### config.mk
export PLATFORM = sky130hd
export DESIGN_NAME = alu4_cascade
export DESIGN_NICKNAME = d
export VERILOG_FILES = /design/src/rtl/alu4_pkg.sv /design/src/rtl/alu4_terms.sv /design/src/rtl/alu4_lookahead.sv /design/src/rtl/alu4_slice.sv /design/src/rtl/alu4_cascade.sv
export SDC_FILE = /design/constraint.sdc
export NUM_CORES = 1
export LEC_CHECK = 0
export BUFFER_PORTS_ARGS = -buffer_cell sky130_fd_sc_hd__buf_2
export CORE_ASPECT_RATIO = 0.9
export CORE_MARGIN = 2
export CORE_UTILIZATION = 43
export DETAILED_ROUTE_END_ITERATION = 8
export PLACE_DENSITY = 0.84
export REMOVE_ABC_BUFFERS = 1
export SYNTH_ARGS = -nofsm -noshare
export SYNTH_HDL_FRONTEND = slang
export SYNTH_HIERARCHICAL = 1
export SYNTH_SLANG_ARGS = --single-unit
export TNS_END_PERCENT = 5
### constraint.sdc
create_clock -name vclk -period 1.8
set_input_delay 0.18 -clock vclk [all_inputs]
set_output_delay 0.18 -clock vclk [all_outputs]
set_load 0.01 [all_outputs]
### src/rtl/alu4_pkg.sv
package alu4_pkg;

   localparam int unsigned SEL_W = 4;

   typedef logic [SEL_W-1:0] opsel_t;

   typedef struct packed {
      logic prop;
      logic gen;
   } bit_terms_t;

   // Per-bit first-word (prop) and second-word (gen) terms for one bit pair.
   function automatic bit_terms_t make_terms(input logic a, input logic b, input opsel_t sel);
      bit_terms_t t;
      t.prop = a | (b & sel[0]) | (~b & sel[1]);
      t.gen  = a & ((b & sel[3]) | (~b & sel[2]));
      return t;
   endfunction

endpackage

### src/rtl/alu4_terms.sv
module alu4_terms
   import alu4_pkg::*;
#(
   parameter int unsigned W = 4
) (
   input  logic [W-1:0] a,
   input  logic [W-1:0] b,
   input  opsel_t       sel,
   output logic [W-1:0] prop,
   output logic [W-1:0] gen
);

   if (W < 1) begin : g_bad_width
      $error("alu4_terms: W must be at least 1");
   end

   for (genvar i = 0; i < W; i++) begin : g_bit
      bit_terms_t t;
      assign t       = make_terms(a[i], b[i], sel);
      assign prop[i] = t.prop;
      assign gen[i]  = t.gen;
   end

   always_comb begin
      AST_GEN_WITHIN_PROP: assert ((gen & ~prop) == '0) else $error("generate outside propagate");
   end

endmodule

### src/rtl/alu4_lookahead.sv
module alu4_lookahead #(
   parameter int unsigned W = 4
) (
   input  logic [W-1:0] prop,
   input  logic [W-1:0] gen,
   input  logic         cin,
   output logic [W-1:0] carry_into,
   output logic         grp_prop,
   output logic         grp_gen,
   output logic         cout
);

   if (W < 1) begin : g_bad_width
      $error("alu4_lookahead: W must be at least 1");
   end

   always_comb begin
      logic pacc;
      logic gacc;
      pacc = 1'b1;
      gacc = 1'b0;
      for (int i = 0; i < W; i++) begin
         carry_into[i] = gacc | (pacc & cin);
         gacc          = gen[i] | (prop[i] & gacc);
         pacc          = pacc & prop[i];
      end
      grp_prop = pacc;
      grp_gen  = gacc;
      cout     = gacc | (pacc & cin);
   end

endmodule

### src/rtl/alu4_slice.sv
module alu4_slice
   import alu4_pkg::*;
#(
   parameter int unsigned W = 4
) (
   input  logic [W-1:0] a,
   input  logic [W-1:0] b,
   input  opsel_t       sel,
   input  logic         logic_mode,
   input  logic         cin,
   output logic [W-1:0] result,
   output logic         cout,
   output logic         equal,
   output logic         grp_prop,
   output logic         grp_gen
);

   localparam opsel_t SUB_CODE = 4'b0110;

   logic [W-1:0] prop;
   logic [W-1:0] gen;
   logic [W-1:0] carry_into;

   alu4_terms #(.W(W)) u_terms (
      .a    (a),
      .b    (b),
      .sel  (sel),
      .prop (prop),
      .gen  (gen)
   );

   alu4_lookahead #(.W(W)) u_la (
      .prop       (prop),
      .gen        (gen),
      .cin        (cin),
      .carry_into (carry_into),
      .grp_prop   (grp_prop),
      .grp_gen    (grp_gen),
      .cout       (cout)
   );

   // Because gen never exceeds prop, prop ^ gen reduces to prop & ~gen.
   assign result = logic_mode ? (~prop | gen) : ((prop & ~gen) ^ carry_into);
   assign equal  = &result;

   always_comb begin
      if (!logic_mode) begin
         AST_ARITH_SUM: assert ({cout, result} == ({1'b0, prop} + {1'b0, gen} + {{W{1'b0}}, cin})) else $error("sum mismatch");
      end
      if (!logic_mode && (sel == SUB_CODE) && !cin) begin
         AST_SUB_EQUAL: assert (equal == (a == b)) else $error("equality flag wrong");
      end
   end

endmodule

### src/rtl/alu4_cascade.sv
module alu4_cascade
   import alu4_pkg::*;
#(
   parameter  int unsigned SLICES  = 2,
   parameter  int unsigned SLICE_W = 4,
   localparam int unsigned WORD_W  = SLICES * SLICE_W
) (
   input  logic [WORD_W-1:0] op_a,
   input  logic [WORD_W-1:0] op_b,
   input  logic [3:0]        func_sel,
   input  logic              logic_mode,
   input  logic              carry_in,
   output logic [WORD_W-1:0] result,
   output logic              carry_out,
   output logic              operands_equal,
   output logic              grp_prop,
   output logic              grp_gen
);

   if (SLICES < 1) begin : g_bad_slices
      $error("alu4_cascade: SLICES must be at least 1");
   end

   logic [SLICES-1:0] s_cin;
   logic [SLICES-1:0] s_cout;
   logic [SLICES-1:0] s_eq;
   logic [SLICES-1:0] s_p;
   logic [SLICES-1:0] s_g;

   for (genvar k = 0; k < SLICES; k++) begin : g_slice
      if (k == 0) begin : g_first
         assign s_cin[k] = carry_in;
      end else begin : g_next
         assign s_cin[k] = s_cout[k-1];
      end

      alu4_slice #(.W(SLICE_W)) u_slice (
         .a          (op_a[k*SLICE_W +: SLICE_W]),
         .b          (op_b[k*SLICE_W +: SLICE_W]),
         .sel        (opsel_t'(func_sel)),
         .logic_mode (logic_mode),
         .cin        (s_cin[k]),
         .result     (result[k*SLICE_W +: SLICE_W]),
         .cout       (s_cout[k]),
         .equal      (s_eq[k]),
         .grp_prop   (s_p[k]),
         .grp_gen    (s_g[k])
      );
   end

   assign carry_out      = s_cout[SLICES-1];
   assign operands_equal = &s_eq;

   if (SLICES == 1) begin : g_single
      assign grp_prop = s_p[0];
      assign grp_gen  = s_g[0];
   end else begin : g_multi
      logic [SLICES-1:0] la_cin;
      logic              la_cout;

      alu4_lookahead #(.W(SLICES)) u_word_la (
         .prop       (s_p),
         .gen        (s_g),
         .cin        (carry_in),
         .carry_into (la_cin),
         .grp_prop   (grp_prop),
         .grp_gen    (grp_gen),
         .cout       (la_cout)
      );

      always_comb begin
         AST_RIPPLE_MATCH: assert ((la_cin == s_cin) && (la_cout == carry_out)) else $error("ripple and lookahead disagree");
      end
   end

endmodule

Yosys cells after proc, flatten, opt, wreduce, memory -nomap -nowiden. Index checks and enable logic that the tools add are counted.

Flip-flop bits (word level): 0. Input port bits: 22. Logic and storage cells: 122.

Mux-type cells: 2. Bitwise logic cells: 119. Reduce and logical (&&, ||, !) cells: 1.

Operator list (count): bitwise AND 1 bit (62); bitwise OR 1 bit (39); NOT 4 bit (4); bitwise AND 4 bit (2); 2-to-1 mux 4 bit (2); NOT 1 bit (8); bitwise OR 4 bit (2); AND reduction 8 bit (1); XOR 4 bit (2).

Longest topological paths before layout. Gate-level depths: netlist of the first run.

Depth after elaboration: 16. Mapped depth: 10. Mapped depth without buffers: 10.

Hierarchy. The synthesis of the first run kept the hierarchy.

By module, submodules not included: alu4_terms (times used 2, cells each 16, area each 125.1 sq um); alu4_slice (times used 2, cells each 13, area each 83.8 sq um); alu4_lookahead (g_slice[0].u_slice.u_la ...) (times used 2, cells each 13, area each 80.1 sq um); alu4_lookahead (g_multi.u_word_la) (times used 1, cells each 5, area each 36.3 sq um); alu4_cascade (times used 1, cells each 1, area each 6.3 sq um).

Worst setup path before layout of the first run. No wires, ideal clock.

Path type: input -> output. From: in func_sel[1]. To: out operands_equal. Arrival time: 1.993 ns. Required time: 1.620 ns. Setup slack: -0.373 ns. Stages: 10. Cell sequence: nor2b_1 a211o_1 a21oi_1 o221ai_1 a21o_1 a31o_1 nor2_1 xnor2_1 and4_1 and2_1.

Longest elaborated chain between the ends: 14. Elaborated cells between the ends (all ways): 56. Classes of those cells: mux: 2; bitwise: 53; reduce/logical: 1.

Ends and longest elaborated chain: from (decl) (RTL line alu4_cascade.sv:10) `input logic [3:0] func_sel,`; bitwise AND 1 bit (*) (RTL line alu4_pkg.sv:15) `t.prop = a | (b & sel[0]) | (~b & sel[1]);`; bitwise OR 1 bit (*) (RTL line alu4_pkg.sv:15); net g_slice[0].u_slice.prop[1] (RTL line alu4_slice.sv:20) `logic [W-1:0] prop;`; bitwise AND 1 bit (RTL line alu4_lookahead.sv:24) `gacc = gen[i] | (prop[i] & gacc);`; bitwise OR 1 bit (RTL line alu4_lookahead.sv:24); bitwise AND 1 bit (RTL line alu4_lookahead.sv:24); bitwise OR 1 bit (RTL line alu4_lookahead.sv:24); bitwise AND 1 bit (RTL line alu4_lookahead.sv:24); bitwise OR 1 bit (RTL line alu4_lookahead.sv:24); bitwise OR 1 bit (*) (RTL line alu4_lookahead.sv:29) `cout = gacc | (pacc & cin);`; net s_cin[1] (RTL line alu4_cascade.sv:24) `logic [SLICES-1:0] s_cin;`; bitwise AND 1 bit (*) (RTL line alu4_lookahead.sv:23) `carry_into[i] = gacc | (pacc & cin);`; bitwise OR 1 bit (*) (RTL line alu4_lookahead.sv:23); net g_slice[1].u_slice.carry_into[1] (RTL line alu4_slice.sv:22) `logic [W-1:0] carry_into;`; XOR 4 bit (*) (RTL line alu4_slice.sv:43) `assign result = logic_mode ? (~prop | gen) : ((prop & ~gen) ^ carry_into);`; 2-to-1 mux 4 bit (*) (RTL line alu4_slice.sv:43); AND reduction 8 bit (*) (RTL line alu4_cascade.sv:52) `assign operands_equal = &s_eq;`; to (decl) (RTL line alu4_cascade.sv:15) `output logic operands_equal,`.

The timed path passes the listed nets; every way through them passes the cells marked *.

Worst setup path after layout of the first run.
From: in func_sel[1]. To: out operands_equal.

Elaborated cells between the ends (all ways): 56. Classes of those cells: mux: 2; bitwise: 53; reduce/logical: 1.

RTL lines (RTL line): bitwise AND 1 bit (*) (alu4_pkg.sv:15); bitwise OR 1 bit (*) (alu4_pkg.sv:15); net g_slice[0].u_slice.prop[3] (alu4_slice.sv:20); bitwise AND 1 bit (on tied branches) (alu4_lookahead.sv:24, alu4_lookahead.sv:25); bitwise OR 1 bit or bitwise AND 1 bit (tied branches); bitwise OR 1 bit (*) (alu4_lookahead.sv:29); net s_cin[1] (alu4_cascade.sv:24); bitwise AND 1 bit (*) (alu4_lookahead.sv:23); bitwise OR 1 bit (*) (alu4_lookahead.sv:23); net g_slice[1].u_slice.carry_into[1] (alu4_slice.sv:22); XOR 4 bit (*) (alu4_slice.sv:43); 2-to-1 mux 4 bit (*) (alu4_slice.sv:43); AND reduction 8 bit (*) (alu4_cascade.sv:52).

Marked as above.

==> results of run 1 <==
-- worst paths after layout --
kind | end | start | depth (start not counted)
setup / recovery | operands_equal | func_sel[1] | 12
hold / removal | result[0] | carry_in | 4
-- cell type report --
cell class	count	area [µm²]
well taps	14	17.52
repair buffers	54	340.3
fillers	100	306.5
inverters	4	15.01
multi-input cells	81	581.8
-- where the power goes --
| group | internal, W | switching, W | leakage (nW) |
|---|---|---|---|
| sequential | 0 | 0 | 0 |
| clock | 0 | 0 | 0 |
| combinational | 0.000191 | 0.000166 | 0.519 |
-- layer usage --
| metal | up-vias | wire, µm |
|---|---|---|
| met5 | - | 0 |
| met3 | 6 | 145 |
| met4 | 0 | 42 |
| met1 | 386 | 785 |
| li1 | 418 | - |
| met2 | 45 | 928 |
-- metrics by stage --
step / instances / power [W]
finish: 153 / 0.0003568
global route: 153 / 0.0003881
CTS: 153 / 0.0003547
detailed placement: 152 / 0.0003297
global placement: 152 / 0.0003187
floorplan: 85 / 0.0001748
-- timing repair --
item / in CTS / in global routing
setup buffers: 1 / 0
endpoints found under the hold margin: 0 / 0
resized for setup: 9 / 0
pin swaps: 3 / 2
setup endpoints to repair: 7 / 7
==> metrics, run 1 <==
status=complete, but fails checks; failing checks=negative setup slack; most common cell after layout, fill and taps aside=buf_2; vias in the first global route=808; placed instance area=913.4 µm²; crit path max-delay cell type=a211o_1; Starting Density=0.4742; I/O pins=34; Vias/cell=5.588; Synth warnings=6; vias=855; die area=1706 µm²; worst path required time=1.62 ns; core area=1261 µm²; global-route wire length before repair=3042 µm; antenna violations before repair=0; area delta synth->final=59.62%; Place WS=-0.6404 ns; Starting DRT DRC Count=4; sequential cell count=0; cts hold-fix bufs=0; Buf+Inv Stages, Crit Path=2; Worst slew margin=0.8355; Mapped Cells=87; Hold WS=0.7608 ns; average cell area after synthesis=6.874 µm²; met2 usage=0.4776; Die H=39.38 µm; Final Setup Violations=5; critical path's top delay family=compound AO/OA/AOI/OAI gates; Inserted Diodes=0; Slew Limit Fails=0; Std-Cell Rows=12; crit start category=input pin; GR Layer Usage met1=0.2453; Sequential Area=0 µm²; GR peak layer=met2; Detailed Place HPWL=1598 µm; setup_tns=-1.073 ns; final-report hold violation count=0; Setup CP Type=in2out; First-pass DRT Iterations=4; gpl congestion=0.8410; post-synthesis cell area=598.1 µm²; final core utilization=0.7569; FMAX=437.4 MHz; worst path cell trace=buf_8 -> nor2b_1 -> a211o_1 -> a21oi_2 -> o221ai_2 -> a21o_1 -> a31o_1 -> nor2_1 -> xnor2_1 -> and4_1 -> and2_1 -> buf_2; Worst Tran Pin Value=0.2463 ns; fin nets=163; Worst VDD drop=0.2235 mV; RSZ-0062 raised after global routing=true; routed length per instance=12.42 µm; All-Layer GR Usage=0.2291; Setup WS post-layout=-0.4864 ns; hold crit path type=in2out; # DRC=0; CP peak stage delay=0.28 ns; global routing usage on met3=0.009217; most frequent cells in the layout=buf_2 (32), nor2b_1 (24), buf_4 (19); Arrival @ worst endpoint=2.11 ns; Final ANT Viol Nets=0; MaxCap Viol Count=0; crit share post-route=1.270; maximum number of pins on one net before global-route repair=9; PortBufs=34; global route overflow=0; routed wire length=1901 µm; clock buffer count=0; die width=43.31 µm; CP endpoint kind=output port; crit path time final=2.286 ns; layout cell share with drive strength beyond 1=0.4101; Pleak=0.5195 nW; post-route cell area=954.7 µm²; PwrDens=373.7 nW/µm²; CP Max Fanout=8
Note: power is estimated with default switching activity, not from simulation.
==> run 2, diff against run 1 <==
--- a/config.mk
+++ b/config.mk
@@ -5,12 +5,13 @@
 export SDC_FILE = /design/constraint.sdc
 export NUM_CORES = 1
 export LEC_CHECK = 0
+export ABC_AREA = 1
 export BUFFER_PORTS_ARGS = -buffer_cell sky130_fd_sc_hd__buf_2
 export CORE_ASPECT_RATIO = 0.9
 export CORE_MARGIN = 2
-export CORE_UTILIZATION = 43
+export CORE_UTILIZATION = 45
 export DETAILED_ROUTE_END_ITERATION = 8
-export PLACE_DENSITY = 0.84
+export PLACE_DENSITY = 0.81
 export REMOVE_ABC_BUFFERS = 1
 export SYNTH_ARGS = -nofsm -noshare
 export SYNTH_HDL_FRONTEND = slang
==> metrics, run 2 <==
status=complete, but fails checks; failing checks=negative setup slack; routed wire length=4339 µm (+130%); crit share post-route=1.144 (-0.1265); CP endpoint kind=output port; die width=48.50 µm (+12%); post-synthesis cell area=802.0 µm² (+34%); Arrival @ worst endpoint=1.88 ns (-0.23 ns); global-route wire length before repair=4988 µm (+64%); core area=1682 µm² (+33%); antenna violations before repair=0 (unchanged); I/O pins=34 (unchanged); global route overflow=0 (unchanged); maximum number of pins on one net before global-route repair=11 (+2); Detailed Place HPWL=1919 µm (+20%); fin nets=285 (+75%); vias in the first global route=1142 (+41%); Die H=44.05 µm (+12%); layout cell share with drive strength beyond 1=0.4291 (+0.01905); Pleak=0.9187 nW (+77%); worst path cell trace=buf_2 -> nand2_1 -> nand2_1 -> nand2_2 -> nor2_4 -> nand2_2 -> nand3_4 -> nand3_1 -> nand3_1 -> inv_1 -> nand2_1 -> nor2_1 -> nor2_1 -> nand2_1 -> nor2_1 -> nand2_1 -> inv_1 -> buf_2; final core utilization=0.8571 (+0.1002); MaxCap Viol Count=0 (unchanged); Worst VDD drop=0.2297 mV (+2.8%); FMAX=485.8 MHz (+11%); Sequential Area=0 µm² (unchanged); Starting DRT DRC Count=163 (+159); Final Setup Violations=5 (unchanged); clock buffer count=0 (unchanged); gpl congestion=0.7772 (-7.6%); Setup CP Type=in2out; PwrDens=370.9 nW/µm² (-0.75%); Mapped Cells=191 (+120%); # DRC=0 (unchanged); final-report hold violation count=0 (unchanged); RSZ-0062 raised after global routing=true; Vias/cell=5.502 (-1.5%); CP peak stage delay=0.15 ns (-0.13 ns); First-pass DRT Iterations=5 (+1); area delta synth->final=79.72%; worst path required time=1.62 ns (about the same); routed length per instance=15.22 µm (+23%); die area=2136 µm² (+25%); CP Max Fanout=5 (-3); Inserted Diodes=0 (unchanged); crit start category=input pin; PortBufs=34 (unchanged); most common cell after layout, fill and taps aside=nand2_1; setup_tns=-0.8183 ns (+0.2544 ns); Starting Density=0.4769 (+0.002728); All-Layer GR Usage=0.2921 (+0.06302); Final ANT Viol Nets=0 (unchanged); Worst slew margin=0.8197 (-0.01581); hold crit path type=in2out; crit path max-delay cell type=buf_2; Slew Limit Fails=0 (unchanged); crit path time final=2.059 ns (-0.2278 ns); vias=1568 (+83%); Worst Tran Pin Value=0.2702 ns (+0.02393 ns); most frequent cells in the layout=nand2_1 (54), nor2_1 (43), buf_4 (37); Synth warnings=6 (unchanged); Std-Cell Rows=14 (+2); Setup WS post-layout=-0.2586 ns (+0.2278 ns); average cell area after synthesis=4.199 µm² (-39%); most frequent CP cell=nand2_1; sequential cell count=0 (unchanged)
## run 2: layout make-up
cell class                 count  area, µm²
tap                           24      30.03
timing repair buffer          72      504.2
fill                          97      240.2
inverter                      39      148.9
multi-input combinational    150      758.2
## run 2: layer usage
layer / track usage / routed length [µm]
met5: 0 / 0
met4: 0.06286 / 266
met3: 0.02027 / 557
met2: 0.5333 / 1892
met1: 0.3868 / 1623
## run 2: final timing paths
check	from	endpoint	slack (ns)	cells past startpoint
worst max-delay path	func_sel[1]	operands_equal	-0.26	18
worst min-delay path	op_a[7]	carry_out	0.91	6
## run 2: where the power goes
part	internal (W)	leakage [nW]	switching, W
Combinational	0.000236	0.919	0.000299
Sequential	0	0	0
Clock	0	0	0
## run 2: critical path, delay by kind of cell
family,cells,cell delay (ns)
buf+inv,4,0.35
simple gates,14,1.35
## run 2: stage by stage
step / total power [W] / instance area (µm²) / instances / hold WS [ns] / setup WS (ns)
3_3_place_gp: 0.0003596 / 1137 / 267 / 0.8308 / -0.2047
5_1_grt: 0.0005680 / 1441 / 285 / 0.9499 / -0.4607
6_report: 0.0005346 / 1441 / 285 / 0.9143 / -0.2586
4_1_cts: 0.0004231 / 1294 / 280 / 0.8742 / -0.09198
3_5_place_dp: 0.0003680 / 1137 / 267 / 0.8734 / -0.2484
2_1_floorplan: 0.0002114 / 787.0 / 189 / 0.5456 / -0.009128
## run 2: what timing repair did
item / in CTS / in global routing
hold buffers: 0 / 0
pin swaps: 25 / 25
setup endpoints to repair: 3 / 7
setup buffers: 14 / 6
gates resized for setup: 16 / 31
==> run 3, diff against run 2 <==
--- a/config.mk
+++ b/config.mk
@@ -9,9 +9,9 @@
 export BUFFER_PORTS_ARGS = -buffer_cell sky130_fd_sc_hd__buf_2
 export CORE_ASPECT_RATIO = 0.9
 export CORE_MARGIN = 2
-export CORE_UTILIZATION = 45
+export CORE_UTILIZATION = 47
 export DETAILED_ROUTE_END_ITERATION = 8
-export PLACE_DENSITY = 0.81
+export PLACE_DENSITY = 0.84
 export REMOVE_ABC_BUFFERS = 1
 export SYNTH_ARGS = -nofsm -noshare
 export SYNTH_HDL_FRONTEND = slang
==> metrics, run 3 (same netlist as run 2, synthesis figures left out) <==
worst path required time=1.62 ns (about the same); cts hold-fix bufs=0 (unchanged); status=complete, but fails checks; most common cell after layout, fill and taps aside=nand2_1; All-Layer GR Usage=0.3786 (+0.08647); routed wire length=4895 µm (+13%); MaxCap Viol Count=0 (unchanged); gpl congestion=0.8722 (+12%); I/O pins=34 (unchanged); final-report hold violation count=0 (unchanged); Setup WS post-layout=-0.2895 ns (-0.03087 ns); Arrival @ worst endpoint=1.91 ns (+0.03 ns); CP endpoint kind=output port; Worst slew margin=0.8303 (+0.01067); Detailed Place HPWL=1897 µm (-1.1%); layout cell share with drive strength beyond 1=0.4639 (+0.03476); die area=2053 µm² (-3.9%); FMAX=478.6 MHz (-1.5%); hold crit path type=in2out; Worst VDD drop=0.2597 mV (+13%); Worst Tran Pin Value=0.2542 ns (-0.01599 ns); vias in the first global route=1364 (+19%); vias=1703 (+8.6%); CP Max Fanout=4 (-1); First-pass DRT Iterations=5 (unchanged); routed length per instance=17.06 µm (+12%); sequential cell count=0 (unchanged); PwrDens=381.4 nW/µm² (+2.8%); Vias/cell=5.934 (+7.9%); Sequential Area=0 µm² (unchanged); placed instance count=267 (unchanged); PortBufs=34 (unchanged); antenna violations before repair=0 (unchanged); # DRC=0 (unchanged); global-route wire length before repair=5761 µm (+15%); fin nets=287 (+0.70%); destination of the worst hold path=result[6]; failing checks=negative setup slack; Inserted Diodes=0 (unchanged); crit path time final=2.089 ns (+0.03087 ns); Pwr Total=0.0005755 W (+7.6%); Final Setup Violations=7 (+2); die width=47.55 µm (-2.0%); area delta synth->final=88.14%; setup_tns=-0.9363 ns (-0.1181 ns); crit start category=input pin; post-route cell area=1509 µm² (+4.7%); most frequent cells in the layout=nand2_1 (55), nor2_1 (39), buf_4 (38); Hold Path Depth=5 (-1); crit share post-route=1.161 (+0.01715); Starting DRT DRC Count=213 (+31%); min-delay src=logic_mode; core area=1647 µm² (-2.1%); clock buffer count=0 (unchanged); global route overflow=0 (unchanged); RSZ-0062 raised after global routing=true; Final Instance Count excl. Fillers=287 (+0.70%); Std-Cell Rows=14 (unchanged); placed instance area=1137 µm² (unchanged); Setup CP Type=in2out; CP Launch Point=op_b[0]; Final ANT Viol Nets=0 (unchanged); Hold WS=0.9553 ns (+0.04099 ns); Slew Limit Fails=0 (unchanged); Pleak=0.9443 nW (+2.8%); Starting Density=0.4871 (+0.01015); maximum number of pins on one net before global-route repair=11 (unchanged); Die H=43.19 µm (-2.0%)
run 3: cell types whose count changed in the layout (fill, tap and decap cells not counted), moves of 2 or more:
cell	change
nand3_2	+2
nor2_1	-4
inv_2	+2
inv_1	-2
nand2_4	+4
nand3_1	-2
nand2_2	-5
nor2_2	+4
buf_6	+3
buf_8	-2
run 3: repair_timing:
| action | in CTS | in global routing |
|---|---|---|
| setup endpoints to repair | 3 | 8 |
| resized for setup | 29 | 33 |
| buffers inserted | 19 | 2 |
| pin swaps | 27 | 33 |
run 3: critical path, cell delays in order:
cell	delay, ns
buf_6	0.10
a21oi_1	0.23
nand2_2	0.13
nand2_4	0.10
nor2_4	0.05
nand2_2	0.08
nand3_4	0.09
nand4_1	0.11
nand3b_1	0.12
nor2_1	0.11
nor2_1	0.06
nor2_1	0.15
nand2_1	0.08
nor2_1	0.09
nand2_1	0.05
inv_1	0.04
buf_2	0.12
run 3: where the power goes:
group | total, W | internal [W] | switching (W)
clock | 0 | 0 | 0
sequential | 0 | 0 | 0
combinational | 0.000575 | 0.000246 | 0.000330
run 3: final cells by class:
cell class | count | area (µm²)
fillers | 81 | 137.6
multi-input cells | 150 | 799.5
inverters | 39 | 148.9
repair buffers | 74 | 530.5
well taps | 24 | 30.03
run 3: worst max-delay path by stage:
stage	end	slack (ns)	depth (start not counted)
finish	operands_equal	-0.29	17
global route	operands_equal	-0.44	19
CTS	grp_gen	-0.12	18
detailed placement	operands_equal	-0.29	17
global placement	operands_equal	-0.19	17
floorplan	operands_equal	-0.009	14
run 3: layer usage:
metal | routed length, µm | track usage
met4 | 469 | 0.1676
met3 | 622 | 0.02553
met2 | 2105 | 0.6514
met5 | 0 | 0
met1 | 1697 | 0.4608
run 3: through the flow:
stage            util  setup WS [ns]
2_1_floorplan       -      -0.009128
3_3_place_gp   0.6907        -0.1878
3_5_place_dp   0.6907        -0.2944
4_1_cts        0.8313        -0.1170
5_1_grt        0.9164        -0.4413
6_report       0.9164        -0.2895
